==> src/rtl/pcm_tx_pkg.sv <==
package pcm_tx_pkg;
    localparam int NSIG     = 3;
    localparam int IDX_DCLK = 0;
    localparam int IDX_DEN  = 1;
    localparam int IDX_FS   = 2;

    typedef struct packed {
        logic [NSIG-1:0] meta;
        logic [NSIG-1:0] stab;
        logic [NSIG-1:0] hist;
    } sync_st_t;
endpackage

==> src/rtl/pcm_tx_sync.sv <==
module pcm_tx_sync
    import pcm_tx_pkg::*;
(
    input  logic            clk,
    input  logic            rst_n,
    input  logic [NSIG-1:0] async_i,
    output logic [NSIG-1:0] lvl_o,
    output logic [NSIG-1:0] rise_o,
    output logic [NSIG-1:0] fall_o
);
    sync_st_t st_d, st_q;

    always_comb begin
        st_d      = st_q;
        st_d.meta = async_i;
        st_d.stab = st_q.meta;
        st_d.hist = st_q.stab;
    end

    always_ff @(posedge clk or negedge rst_n) begin
        if (!rst_n) st_q <= '0;
        else        st_q <= st_d;
    end

    for (genvar g = 0; g < NSIG; g++) begin : g_edge
        assign lvl_o[g]  = st_q.stab[g];
        assign rise_o[g] = st_q.stab[g] & ~st_q.hist[g];
        assign fall_o[g] = ~st_q.stab[g] & st_q.hist[g];
    end
endmodule

==> src/rtl/pcm_tx_strobe.sv <==
module pcm_tx_strobe #(
    parameter int GUARD = 2
) (
    input  logic clk,
    input  logic rst_n,
    input  logic fs_rise,
    input  logic den_rise,
    input  logic dclk_fall,
    output logic strobe_o,
    output logic err_o
);
    localparam int CNT_W = $clog2(GUARD + 1);
    localparam logic [CNT_W-1:0] GUARD_C = CNT_W'(GUARD);

    typedef struct packed {
        logic             armed;
        logic [CNT_W-1:0] falls;
        logic             strb;
        logic             err;
    } st_t;

    st_t st_d, st_q;

    always_comb begin
        st_d      = st_q;
        st_d.strb = 1'b0;
        st_d.err  = 1'b0;
        if (dclk_fall && (st_q.falls < GUARD_C))
            st_d.falls = st_q.falls + 1'b1;
        if (fs_rise)
            st_d.armed = 1'b1;
        if (den_rise) begin
            st_d.falls = '0;
            if (st_q.armed) begin
                st_d.strb  = 1'b1;
                st_d.err   = (st_q.falls < GUARD_C);
                st_d.armed = fs_rise;
            end
        end
    end

    always_ff @(posedge clk or negedge rst_n) begin
        if (!rst_n) begin
            st_q       <= '0;
            st_q.falls <= GUARD_C;
        end else begin
            st_q <= st_d;
        end
    end

    assign strobe_o = st_q.strb;
    assign err_o    = st_q.err;
endmodule

==> src/rtl/pcm_tx_shreg.sv <==
module pcm_tx_shreg #(
    parameter int WORD_W = 8
) (
    input  logic              clk,
    input  logic              rst_n,
    input  logic              load,
    input  logic              shift,
    input  logic [WORD_W-1:0] word_i,
    output logic [WORD_W-1:0] sr_o
);
    typedef struct packed {
        logic [WORD_W-1:0] sr;
    } st_t;

    st_t st_d, st_q;

    always_comb begin
        st_d = st_q;
        if (load)
            st_d.sr = word_i;
        else if (shift)
            st_d.sr = {st_q.sr[WORD_W-2:0], st_q.sr[WORD_W-1]};
    end

    always_ff @(posedge clk or negedge rst_n) begin
        if (!rst_n) st_q <= '0;
        else        st_q <= st_d;
    end

    assign sr_o = st_q.sr;
endmodule

==> src/rtl/pcm_tx_port.sv <==
module pcm_tx_port
    import pcm_tx_pkg::*;
#(
    parameter int WORD_W = 8,
    parameter int GUARD  = 2
) (
    input  logic              clk,
    input  logic              rst_n,
    input  logic              dclk_i,
    input  logic              den_i,
    input  logic              fsync_i,
    input  logic [WORD_W-1:0] word_i,
    output logic              sdo_o,
    output logic              sdo_oe_o,
    output logic              strobe_o,
    output logic              err_o
);
    logic [NSIG-1:0]   async_vec, lvl, rise, fall;
    logic              den_lvl, shift_en;
    logic [WORD_W-1:0] shreg_q;

    always_comb begin
        async_vec           = '0;
        async_vec[IDX_DCLK] = dclk_i;
        async_vec[IDX_DEN]  = den_i;
        async_vec[IDX_FS]   = fsync_i;
    end

    pcm_tx_sync u_sync (
        .clk     (clk),
        .rst_n   (rst_n),
        .async_i (async_vec),
        .lvl_o   (lvl),
        .rise_o  (rise),
        .fall_o  (fall)
    );

    assign den_lvl  = lvl[IDX_DEN];
    assign shift_en = rise[IDX_DCLK] & den_lvl;

    pcm_tx_strobe #(.GUARD(GUARD)) u_strobe (
        .clk       (clk),
        .rst_n     (rst_n),
        .fs_rise   (rise[IDX_FS]),
        .den_rise  (rise[IDX_DEN]),
        .dclk_fall (fall[IDX_DCLK]),
        .strobe_o  (strobe_o),
        .err_o     (err_o)
    );

    pcm_tx_shreg #(.WORD_W(WORD_W)) u_shreg (
        .clk    (clk),
        .rst_n  (rst_n),
        .load   (strobe_o),
        .shift  (shift_en),
        .word_i (word_i),
        .sr_o   (shreg_q)
    );

    assign sdo_o    = shreg_q[WORD_W-1];
    assign sdo_oe_o = den_lvl;
endmodule

==> config.mk <==
export PLATFORM = sky130hd
export DESIGN_NAME = pcm_tx_port
export DESIGN_NICKNAME = d
export VERILOG_FILES = /design/src/rtl/pcm_tx_pkg.sv /design/src/rtl/pcm_tx_sync.sv /design/src/rtl/pcm_tx_strobe.sv /design/src/rtl/pcm_tx_shreg.sv /design/src/rtl/pcm_tx_port.sv
export SDC_FILE = /design/constraint.sdc
export NUM_CORES = 1
export LEC_CHECK = 0
export BUFFER_PORTS_ARGS = -buffer_cell sky130_fd_sc_hd__buf_2
export CAP_MARGIN = 15
export CORE_ASPECT_RATIO = 0.75
export CORE_MARGIN = 8
export CORE_UTILIZATION = 25
export CTS_BUF_LIST = sky130_fd_sc_hd__clkbuf_4
export CTS_CLUSTER_SIZE = 40
export DETAILED_ROUTE_END_ITERATION = 6
export PLACE_DENSITY = 0.45
export SYNTH_ARGS = -nofsm -noshare
export SYNTH_HDL_FRONTEND = slang
export SYNTH_SLANG_ARGS = --single-unit
==> constraint.sdc <==
create_clock -name clk -period 1.2 [get_ports clk]
set_input_delay 0.24 -clock clk [delete_from_list [all_inputs] [get_ports clk]]
set_output_delay 0.24 -clock clk [all_outputs]
set_load 0.02 [all_outputs]
==> results.md <==
* Routability cong. at 0.652
* Port bufs at 16
* Antenna fix cells at 0
* CTS buffer count at 3
* Max Clk Rate at 881 MHz
* Max Cap Viol at 0
* Slowest-stage cell, CP: dfrtp_1
* DR WL/cell at 11.5 um
* Yosys cell types at 17
* Synth Area in XOR/XNOR at 1.08%
* Post-route non-filler standard cell count at 130
* CP cell instances: buf_6
* Int Power at 1.07 mW
* 1st-pass router iterations at 3
* Routed via count at 553
* Critical path's largest stage delay at 450 ps
* First-pass GRT wire length at 2480 um
* Routed Antenna Nets at 0
* Critical path data arrival time at 900 ps
* Final critical-path share of the clock period at 94.6%
* Layout cell share with drive strength beyond 1 at 25.6%
* Dpl hpwl at 1070 um
* Setup-failing EPs final at 0
* Post-synthesis sequential area ratio at 68.0%
* Post-route setup TNS at 0 ps
* Vias in the first global route at 583
* Worst-path clk slew at 110 ps
* Data required, critical path at 960 ps
* Core box area at 0.00320 mm^2
* Final Hold Fails at 0
* Count of pins over their slew limit at 0
* Most frequent cells in the layout: dfrtp_1, a21oi_1, buf_2, nor2b_1, nand2_1
* Compound-cell area share of the yosys netlist at 11.4%
* Initial DRC Count at 8
* Min-delay src: dclk_i
* Logic pwr share at 14.6%
* Clock share of power at 22.4%
* Worst ir drop on vdd at 0.829 mV
* Mux cell area share after synthesis at 0%
* Leak Pwr at 0.463 nW
* Post-Synth Adder-Cell Area at 0%
* Post-synthesis sequential element count at 22
* Largest family of logic cells by synthesized area: simple AND/OR/NAND/NOR gates
* Initial antenna violation count at 0
* Die Span X at 81.8 um
* Sw frac at 26.0%
* Die area at 0.00535 mm^2
* NumNets Final at 104
* Drt total wl at 1500 um
* Max H-tree Level at 1
* CTS tree: done
* Top Family by Delay on Critical Path: flip-flops
* Critical path type: flip-flop to output port
* Clock tree buffer depth at 2
* DRC viols at 0
* Clock Skew at 5.33 ps
* Largest net degree at the start of global routing at 23
* Initial Util at 25.4%
* Outcome: finished clean
* HP Class: input port to flip-flop
* Sink Count at 22
* Clock root cell: clkbuf_4
* I/O pin count at 17
* Syn Area/Cell at 11.6 um^2
* Synth Area in Simple Gates at 16.2%
* WP buf/inv at 1
* Cells after synthesis at 70
* Placed Instances at 124
* RR Startpoint: u_sync.lvl_o[1]
* Worst Setup SP: u_sync.lvl_o[1]
* Most common cell after layout, fill and taps aside: dfrtp_1
* Synthesized area at 812 um^2
* Worst Tran Pin Value at 482 ps
* Routed vias/inst at 4.25
* Pwr Density at 1480 mW/mm^2
* GR Overflow Total at 0
* P&R area growth vs syn at 20.5%
* RSZ-0062 raised after global routing: false
* Clock latency on the worst-skew pair at 300 ps
* Critical Path Fanout Max at 5
* Sequential power share at 63.1%
* Slew margin rel. at 67.9%
* P_sw at 0.377 mW
* YS warnings at 0
* GRT Overall Usage at 5.81%
* Min cycle time layout at 1140 ps
* FP Rows at 18
* Die Y at 65.4 um
* Critical path launch point type: flip-flop
* Syn nets at 83
* Crit. End Element: output port
cell type report:
cell class	count	area, um^2
fillers	331	2220
flip-flops and latches	22	553
multi-input cells	43	234
repair buffers	18	104
well taps	40	50.0
clock buffers	3	22.5
inverters	3	11.3
clock inverters	1	3.75
layer usage:
layer	track usage [%]	share of wire [%]
met5	0	0
met2	9.24	45
met1	6.71	45
met3	3.54	9.3
met4	0.655	0.67
sequential cells by signal, summed over array words and instances (netlist names):
signal             cells
u_shreg.sr_o           8
u_strobe.st_q          3
u_sync.lvl_o           3
u_sync.st_d            3
u_sync.st_q            3
u_strobe.err_o         1
u_strobe.strobe_o      1
power by group through the flow:
stage / sequential, mW / clock, mW / combinational, mW
2_1_floorplan: 0.933 / 0 / 0.122
3_3_place_gp: 0.932 / 0 / 0.195
3_5_place_dp: 0.934 / 0 / 0.203
4_1_cts: 0.913 / 0.353 / 0.216
5_1_grt: 0.930 / 0.378 / 0.248
6_report: 0.914 / 0.324 / 0.211
logic make-up (layout without fill, tap and decap cells):
group | count (synthesis) | after routing
AO/OA/AOI/OAI | 18 | 18
XOR/XNOR | 1 | 1
buffers and inverters | 5 | 25
flip-flops | 22 | 22
AND/OR/NAND/NOR | 24 | 24
synth_stat cells (all sizes together):
cell type | instances | area, um^2
dfrtp | 21 | 526
dfstp | 1 | 26.3
inv | 3 | 11.3
nor2 | 2 | 7.51
a21oi | 16 | 80.1
nand2 | 8 | 30.0
nand3b | 1 | 7.51
buf | 2 | 16.3
and3b | 1 | 8.76
and2 | 1 | 6.26
xnor2 | 1 | 8.76
o22ai | 1 | 6.26
a31oi | 1 | 6.26
nor3b | 1 | 7.51
and2b | 1 | 7.51
nor2b | 9 | 56.3
per-stage QoR:
step                cell area (um^2)  worst slack (ps)  utilization, %  hold WS [ps]  power (mW)
global placement                 926              88.8            29.0           228        1.13
floorplan                        812              90.2               -         -55.6        1.06
global route                     978              8.90            30.6          9.75        1.56
finish                           978              64.3            30.6          42.0        1.45
detailed placement               926              47.3            29.0           236        1.14
CTS                              971              18.1            30.4          22.1        1.48
worst paths after layout:
kind                                    end  slack [ps]  depth (start not counted)
min                          u_sync.st_d[3]          40                          1
min in group asynchronous   u_shreg.sr_o[4]         420                          2
min reg2reg                 u_sync.lvl_o[0]         360                          0
max reg2reg                 u_shreg.sr_o[0]         120                          3
max                                sdo_oe_o          60                          1
max in group asynchronous  u_strobe.st_q[3]         420                          2
repair_timing:
action,in CTS,in global routing
hold endpoints to repair,21,0
hold buffers,1,0
endpoints found under the setup margin,1,9
resized for setup,1,3
buffers inserted,1,0
gates cloned,0,0
Note: power is estimated with default switching activity, not from simulation.
